--- config.mk ---
export PLATFORM = sky130hd
export DESIGN_NAME = adc_scan_ctrl
export DESIGN_NICKNAME = d
export VERILOG_FILES = /design/src/rtl/adc_scan_pkg.sv /design/src/rtl/adc_clk_div.sv /design/src/rtl/adc_trig_sync.sv /design/src/rtl/adc_chan_pick.sv /design/src/rtl/adc_scan_ctrl.sv
export SDC_FILE = /design/constraint.sdc
export NUM_CORES = 1
export LEC_CHECK = 0
export BUFFER_PORTS_ARGS = -buffer_cell sky130_fd_sc_hd__buf_4
export CAP_MARGIN = 0
export CELL_PAD_IN_SITES_DETAIL_PLACEMENT = 1
export CELL_PAD_IN_SITES_GLOBAL_PLACEMENT = 1
export CORE_MARGIN = 4
export CORE_UTILIZATION = 35
export DETAILED_ROUTE_END_ITERATION = 7
export GPL_TIMING_DRIVEN = 0
export PLACE_DENSITY_LB_ADDON = 0.1
export RECOVER_POWER = 50
export SYNTH_ARGS = -nofsm -noshare
export SYNTH_HDL_FRONTEND = slang
export SYNTH_SLANG_ARGS = --single-unit
--- constraint.sdc ---
create_clock -name clk_i -period 5.4 [get_ports clk_i]
set_input_delay 0.27 -clock clk_i [delete_from_list [all_inputs] [get_ports clk_i]]
set_output_delay 0.27 -clock clk_i [all_outputs]
set_load 0.1 [all_outputs]
--- src/rtl/adc_scan_pkg.sv ---
package adc_scan_pkg;
  // control word field positions
  localparam int F_MASK   = 0;
  localparam int F_DIV    = 8;
  localparam int F_BURST  = 16;
  localparam int F_ACC    = 17;
  localparam int F_ACC_W  = 3;
  localparam int F_PWR    = 21;
  localparam int F_START  = 24;
  localparam int F_STRT_W = 3;
  localparam int F_EDGE   = 27;

  localparam logic [F_STRT_W-1:0] START_SW = 3'd1;
  localparam int START_EXT = 2;
endpackage

--- src/rtl/adc_clk_div.sv ---
module adc_clk_div #(
  parameter int DIV_W   = 8,
  parameter int MIN_DIV = 2
) (
  input  logic             clk_i,
  input  logic             rst_ni,
  input  logic             en_i,
  input  logic [DIV_W-1:0] div_i,
  output logic             tick_o
);
  localparam logic [DIV_W-1:0] MIN_L = DIV_W'(MIN_DIV);

  logic [DIV_W-1:0] cnt_q;
  logic [DIV_W-1:0] lim;

  assign lim    = (div_i < MIN_L) ? MIN_L : div_i;
  assign tick_o = en_i && (cnt_q >= lim);

  always_ff @(posedge clk_i or negedge rst_ni) begin
    if (!rst_ni)       cnt_q <= '0;
    else if (!en_i)    cnt_q <= '0;
    else if (tick_o)   cnt_q <= '0;
    else               cnt_q <= cnt_q + 1'b1;
  end
endmodule

--- src/rtl/adc_trig_sync.sv ---
module adc_trig_sync #(
  parameter int N_TRIG = 5,
  parameter int TRIG_W = 3
) (
  input  logic              clk_i,
  input  logic              rst_ni,
  input  logic [N_TRIG-1:0] trig_i,
  input  logic [TRIG_W-1:0] sel_i,
  input  logic              fall_i,
  input  logic              en_i,
  output logic              hit_o
);
  localparam int PAD = 2 ** TRIG_W;

  logic [N_TRIG-1:0] rise, fall;
  logic [PAD-1:0]    rise_pad, fall_pad;

  for (genvar g = 0; g < N_TRIG; g++) begin : g_sync
    logic [2:0] sh_q;  // [1:0] synchronizer, [2] previous
    always_ff @(posedge clk_i or negedge rst_ni) begin
      if (!rst_ni) sh_q <= '0;
      else         sh_q <= {sh_q[1:0], trig_i[g]};
    end
    assign rise[g] = sh_q[1] & ~sh_q[2];
    assign fall[g] = ~sh_q[1] & sh_q[2];
  end

  assign rise_pad = PAD'(rise);
  assign fall_pad = PAD'(fall);
  assign hit_o    = en_i && (fall_i ? fall_pad[sel_i] : rise_pad[sel_i]);
endmodule

--- src/rtl/adc_chan_pick.sv ---
module adc_chan_pick #(
  parameter int N_CH = 8,
  parameter int CH_W = 3
) (
  input  logic [N_CH-1:0] mask_i,
  input  logic [CH_W-1:0] last_i,
  input  logic            burst_i,
  output logic [CH_W-1:0] chan_o,
  output logic            any_o
);
  logic [CH_W-1:0] low, up;
  logic            up_ok;

  always_comb begin
    low   = '0;
    up    = '0;
    up_ok = 1'b0;
    for (int i = N_CH - 1; i >= 0; i--) begin
      if (mask_i[i]) begin
        low = CH_W'(i);
        if (i > int'(last_i)) begin
          up    = CH_W'(i);
          up_ok = 1'b1;
        end
      end
    end
  end

  assign any_o  = |mask_i;
  assign chan_o = (burst_i && up_ok) ? up : low;
endmodule

--- src/rtl/adc_scan_ctrl.sv ---
module adc_scan_ctrl
  import adc_scan_pkg::*;
#(
  parameter int N_CH            = 8,
  parameter int N_TRIG          = 5,
  parameter int DIV_W           = 8,
  parameter int RES_W           = 10,
  parameter int CLK_HZ          = 100_000_000,
  parameter int CONV_CLK_MAX_HZ = 4_500_000,
  parameter int CH_W            = $clog2(N_CH),
  parameter int BITS_W          = $clog2(RES_W + 1)
) (
  input  logic              clk_i,
  input  logic              rst_ni,
  input  logic [31:0]       ctrl_i,
  input  logic              ctrl_wr_i,
  input  logic [N_TRIG-1:0] trig_i,
  output logic              conv_tick_o,
  output logic              conv_start_o,
  output logic [CH_W-1:0]   conv_chan_o,
  output logic [BITS_W-1:0] conv_bits_o,
  input  logic              conv_done_i,
  input  logic [RES_W-1:0]  conv_data_i,
  output logic              busy_o,
  output logic              res_valid_o,
  output logic [CH_W-1:0]   res_chan_o,
  output logic [RES_W-1:0]  res_data_o
);
  localparam int TRIG_W  = $clog2(N_TRIG);
  localparam int MIN_DIV = (CLK_HZ + CONV_CLK_MAX_HZ - 1) / CONV_CLK_MAX_HZ - 1;

  logic [N_CH-1:0]     mask;
  logic [DIV_W-1:0]    div;
  logic                burst, pwr, fall;
  logic [F_ACC_W-1:0]  acc;
  logic [F_STRT_W-1:0] start_code;
  logic                unused_ctrl;

  assign mask        = ctrl_i[F_MASK +: N_CH];
  assign div         = ctrl_i[F_DIV +: DIV_W];
  assign burst       = ctrl_i[F_BURST];
  assign acc         = ctrl_i[F_ACC +: F_ACC_W];
  assign pwr         = ctrl_i[F_PWR];
  assign start_code  = ctrl_i[F_START +: F_STRT_W];
  assign fall        = ctrl_i[F_EDGE];
  assign unused_ctrl = ^{ctrl_i[31:28], ctrl_i[23:22], ctrl_i[20]};

  logic              tick, trig_hit, sw_hit, ext_ok, any_ch, req, launch;
  logic [TRIG_W-1:0] trig_sel;
  logic [CH_W-1:0]   pick_chan;
  logic              pend_q, busy_q, start_q, res_valid_q;
  logic [CH_W-1:0]   chan_q, last_q, res_chan_q;
  logic [BITS_W-1:0] bits_q;
  logic [RES_W-1:0]  res_data_q;

  assign ext_ok   = (int'(start_code) >= START_EXT) && (int'(start_code) < START_EXT + N_TRIG);
  assign trig_sel = TRIG_W'(start_code - F_STRT_W'(START_EXT));

  adc_clk_div #(
    .DIV_W  (DIV_W),
    .MIN_DIV(MIN_DIV)
  ) u_clk_div (
    .clk_i (clk_i),
    .rst_ni(rst_ni),
    .en_i  (pwr),
    .div_i (div),
    .tick_o(tick)
  );

  adc_trig_sync #(
    .N_TRIG(N_TRIG),
    .TRIG_W(TRIG_W)
  ) u_trig_sync (
    .clk_i (clk_i),
    .rst_ni(rst_ni),
    .trig_i(trig_i),
    .sel_i (trig_sel),
    .fall_i(fall),
    .en_i  (pwr && !burst && ext_ok),
    .hit_o (trig_hit)
  );

  adc_chan_pick #(
    .N_CH(N_CH),
    .CH_W(CH_W)
  ) u_chan_pick (
    .mask_i (mask),
    .last_i (last_q),
    .burst_i(burst),
    .chan_o (pick_chan),
    .any_o  (any_ch)
  );

  assign sw_hit = ctrl_wr_i && pwr && !burst && (start_code == START_SW);
  assign req    = burst || pend_q;
  assign launch = pwr && !busy_q && tick && req && any_ch;

  // request latch: a fresh hit wins over the launch that consumes the old one
  always_ff @(posedge clk_i or negedge rst_ni) begin
    if (!rst_ni)                      pend_q <= 1'b0;
    else if (!pwr || burst || !any_ch) pend_q <= 1'b0;
    else if (sw_hit || trig_hit)      pend_q <= 1'b1;
    else if (launch)                  pend_q <= 1'b0;
  end

  always_ff @(posedge clk_i or negedge rst_ni) begin
    if (!rst_ni)          busy_q <= 1'b0;
    else if (!pwr)        busy_q <= 1'b0;
    else if (launch)      busy_q <= 1'b1;
    else if (conv_done_i) busy_q <= 1'b0;
  end

  always_ff @(posedge clk_i or negedge rst_ni) begin
    if (!rst_ni) begin
      start_q <= 1'b0;
      chan_q  <= '0;
      bits_q  <= '0;
      last_q  <= CH_W'(N_CH - 1);
    end else begin
      start_q <= launch;
      if (launch) begin
        chan_q <= pick_chan;
        bits_q <= BITS_W'(RES_W) - BITS_W'(acc);
        last_q <= pick_chan;
      end
    end
  end

  always_ff @(posedge clk_i or negedge rst_ni) begin
    if (!rst_ni) begin
      res_valid_q <= 1'b0;
      res_chan_q  <= '0;
      res_data_q  <= '0;
    end else begin
      res_valid_q <= pwr && busy_q && conv_done_i;
      if (pwr && busy_q && conv_done_i) begin
        res_chan_q <= chan_q;
        res_data_q <= conv_data_i;
      end
    end
  end

  assign conv_tick_o  = tick;
  assign conv_start_o = start_q;
  assign conv_chan_o  = chan_q;
  assign conv_bits_o  = bits_q;
  assign busy_o       = busy_q;
  assign res_valid_o  = res_valid_q;
  assign res_chan_o   = res_chan_q;
  assign res_data_o   = res_data_q;
endmodule

==> results by group <==
Status
  – Outcome: finished, violations left
  – Violated checks: max-capacitance violations, max-slew violations

Clock tree
  – Longest Clk Path Bufs: 2
  – Post-cts repair resize count: 0
  – CTS Root Cell: clkbuf_8
  – CTS clock-pin slew for the worst setup and hold paths: 0.09 ns
  – # H-tree levels: 2
  – Clock Latency Late Sink: 0.30 ns
  – CTS tree: yes
  – Sink Count: 50
  – CTS Buf Count: 5
  – Post-CTS setup buffer count: 0

Hold path
  – Worst hold path class: input port to register

Synth
  – Per-instance average area after synthesis: 11.0 sq um
  – Ys Warns: 0
  – Yosys cell types: 50
  – Main synth FF type: dfrtp_1
  – Synthesized net count: 285
  – Mapped Area: 2450 sq um
  – Post-synth EDFFs: 0
  – FF+latch count, synth: 50
  – Cells after Synth: 222
  – Asr flop ratio synth: 1.00
  – Sequential area share after synthesis: 0.512

STA
  – Fin crit period: 3.37 ns
  – Final Hold Vio Count: 0
  – Slew @ Worst Pin: 2.73 ns
  – Slew Viols, Final: 51
  – F_max: 297 MHz
  – Clock skew: 0.0117 ns
  – Hold_ws: 0.0946 ns
  – Slew headroom: -0.819
  – Period utilization: 0.623
  – Final setup fails: 0
  – RSZ-0062 raised after global routing: no
  – Total negative setup slack: 0 ns

Critical path
  – Critical path type: input port to primary output
  – WP data arrival: 3.10 ns
  – Critical path capture point type: primary output
  – CP required: 5.13 ns
  – FF-to-FF setup slack: 3.14 ns
  – Worst-path fanout max: 8
  – CP startpoint kind: input port

Global routing
  – Initial antenna violation count: 0
  – Largest net degree at the start of global routing: 51
  – Vias in the first global route: 2,039
  – Remaining Overflow, GRT: 0
  – GRT Total Usage: 0.143
  – First-pass GRT wire length: 9700 um

Route
  – DR WL/cell: 14.6 um
  – Final antenna-violating net count: 0
  – WL final: 5730 um
  – Vias per Instance: 4.83
  – DRC errors left: 0
  – Total number of vias: 1,900
  – Initial DRC Count: 72
  – Drt first pass iters: 4

Cells and area
  – Area delta synth->final: 29.8%
  – Share of layout cells above drive strength 1: 0.330
  – Area of the multi-input gates: 1130 sq um
  – Antenna diodes: 0
  – Final nets: 359
  – Filler cells: 776
  – Sequential cell area: 1250 sq um
  – Final core utilization: 0.469

Power and ir drop
  – Peak VDD IR: 0.206 mV
  – Fraction of power consumed by combinational cells: 0.283
  – Sw frac: 0.346
  – P_leak: 1.59 nW
  – Clock share of power: 0.273
  – Cell Pwr Density: 301 nW/um^2
  – Internal power: 0.000627 W
  – Sequential share of power: 0.445
  – Total Power: 0.000959 W
  – NetSw: 0.000332 W

Job
  – Max Cap Viol: 1

Place
  – Final HPWL DP: 4510 um
  – Routability Congestion: 0.764
  – PortBufs: 66

Floorplanning
  – Core ar.: 6790 sq um
  – Die area: 8410 sq um
  – Initial Util: 0.361
  – Num rows: 30
  – Die height: 91.7 um
  – I/O pin count: 75
  – Die width: 91.7 um
placed cells by master (no fill, tap or decap), types with 6 or more instances in the layout:
cell	netlist	layout
dfrtp_1	47	47
nand3_1	7	7
ha_1	12	12
buf_4	0	60
nor2_1	20	20
mux2_2	11	11
mux2i_1	6	6
inv_1	14	14
o21ai_0	6	6
nand2_1	19	19
registers in the layout, indices dropped and copies added (netlist names):
signal,flops
res_chan_o,3
conv_chan_o,3
last_q,3
res_data_o,10
pend_q,1
u_clk_div.cnt_q,8
conv_bits_o,4
u_trig_sync.g_sync.sh_q,15
busy_o,1
conv_start_o,1
res_valid_o,1
stage by stage:
stage	area [sq um]	cells	setup slack [ns]
4_1_cts	3190	393	1.93
2_1_floorplan	2450	222	2.38
3_5_place_dp	3070	384	1.93
6_report	3180	393	2.03
5_1_grt	3180	393	1.75
3_3_place_gp	3070	384	1.97
worst paths after layout:
| kind | to | start | depth (start not counted) |
|---|---|---|---|
| worst max register to register | conv_bits_o[2] | u_clk_div.cnt_q[0] | 9 |
| worst max-delay path | conv_tick_o | ctrl_i[10] | 11 |
| max in group asynchronous | u_trig_sync.g_sync[0].sh_q[1] | rst_ni | 2 |
| worst min register to register | u_trig_sync.g_sync[4].sh_q[1] | u_trig_sync.g_sync[4].sh_q[0] | 0 |
| min in group asynchronous | res_data_o[5] | rst_ni | 2 |
| worst min-delay path | u_trig_sync.g_sync[2].sh_q[0] | trig_i[2] | 1 |
synth_stat cells (4+ instances only):
master	instances	area (sq um)
dfrtp_1	47	1180
nor2_1	20	75.1
nand2_1	19	71.3
inv_1	14	52.6
ha_1	12	150
mux2_2	11	124
nand3_1	7	35.0
mux2i_1	6	60.1
o21ai_0	6	30.0
a21oi_1	5	25.0
a31oi_1	5	31.3
nand2b_1	5	31.3
nor2b_1	5	31.3
xnor2_1	4	35.0
layer usage:
| layer | global-route usage | vias up | wire length [um] |
|---|---|---|---|
| met5 | 0 | - | 0 |
| met4 | 0.0334 | 0 | 53 |
| met3 | 0.0328 | 7 | 236 |
| met2 | 0.247 | 31 | 2940 |
| met1 | 0.182 | 925 | 2500 |
| li1 | - | 937 | - |
worst max-delay path: stages:
cell       delay [ns]
buf_4            0.11
a21o_1           0.16
a2111oi_0        0.80
nor2b_1          0.12
ha_1             0.31
nand2b_4         0.14
a21oi_2          0.15
o21ai_2          0.09
a221oi_4         0.48
and2b_1          0.24
buf_4            0.23
power groups by stage:
stage,clock network [W],registers [W],logic (W)
3_3_place_gp,0,0.000433,0.000270
5_1_grt,0.000286,0.000431,0.000291
3_5_place_dp,0,0.000434,0.000274
2_1_floorplan,0,0.000541,0.0000792
6_report,0.000261,0.000426,0.000271
4_1_cts,0.000272,0.000427,0.000275
area by class of cell:
| type | count | share of cell area |
|---|---|---|
| sequential | 50 | 0.394 |
| timing repair buffer | 67 | 0.158 |
| clock inverter | 2 | 0.0118 |
| clock buffer | 6 | 0.0228 |
| multi-input combinational | 155 | 0.354 |
| inverter | 14 | 0.0165 |
| tap | 96 | 0.0377 |
| buffer | 3 | 0.00589 |
cell families (layout without fill, tap and decap cells):
logic type / Yosys count / count (layout) / synth area share
adders and majority gates: 12 / 12 / 0.0612
muxes: 19 / 19 / 0.0872
DFF: 50 / 50 / 0.512
xor gates and xnor gates: 7 / 7 / 0.0250
buffers and inverters: 17 / 92 / 0.0291
and+or+nand+nor: 73 / 73 / 0.153
AOI/OAI and AO/OA: 44 / 44 / 0.133
timing repair:
| item | in CTS | in global routing |
|---|---|---|
| endpoints found under the hold margin | 4 | 0 |
| hold buffers | 1 | 0 |
| setup endpoints to repair | 0 | 0 |
Note: power is estimated with default switching activity, not from simulation.
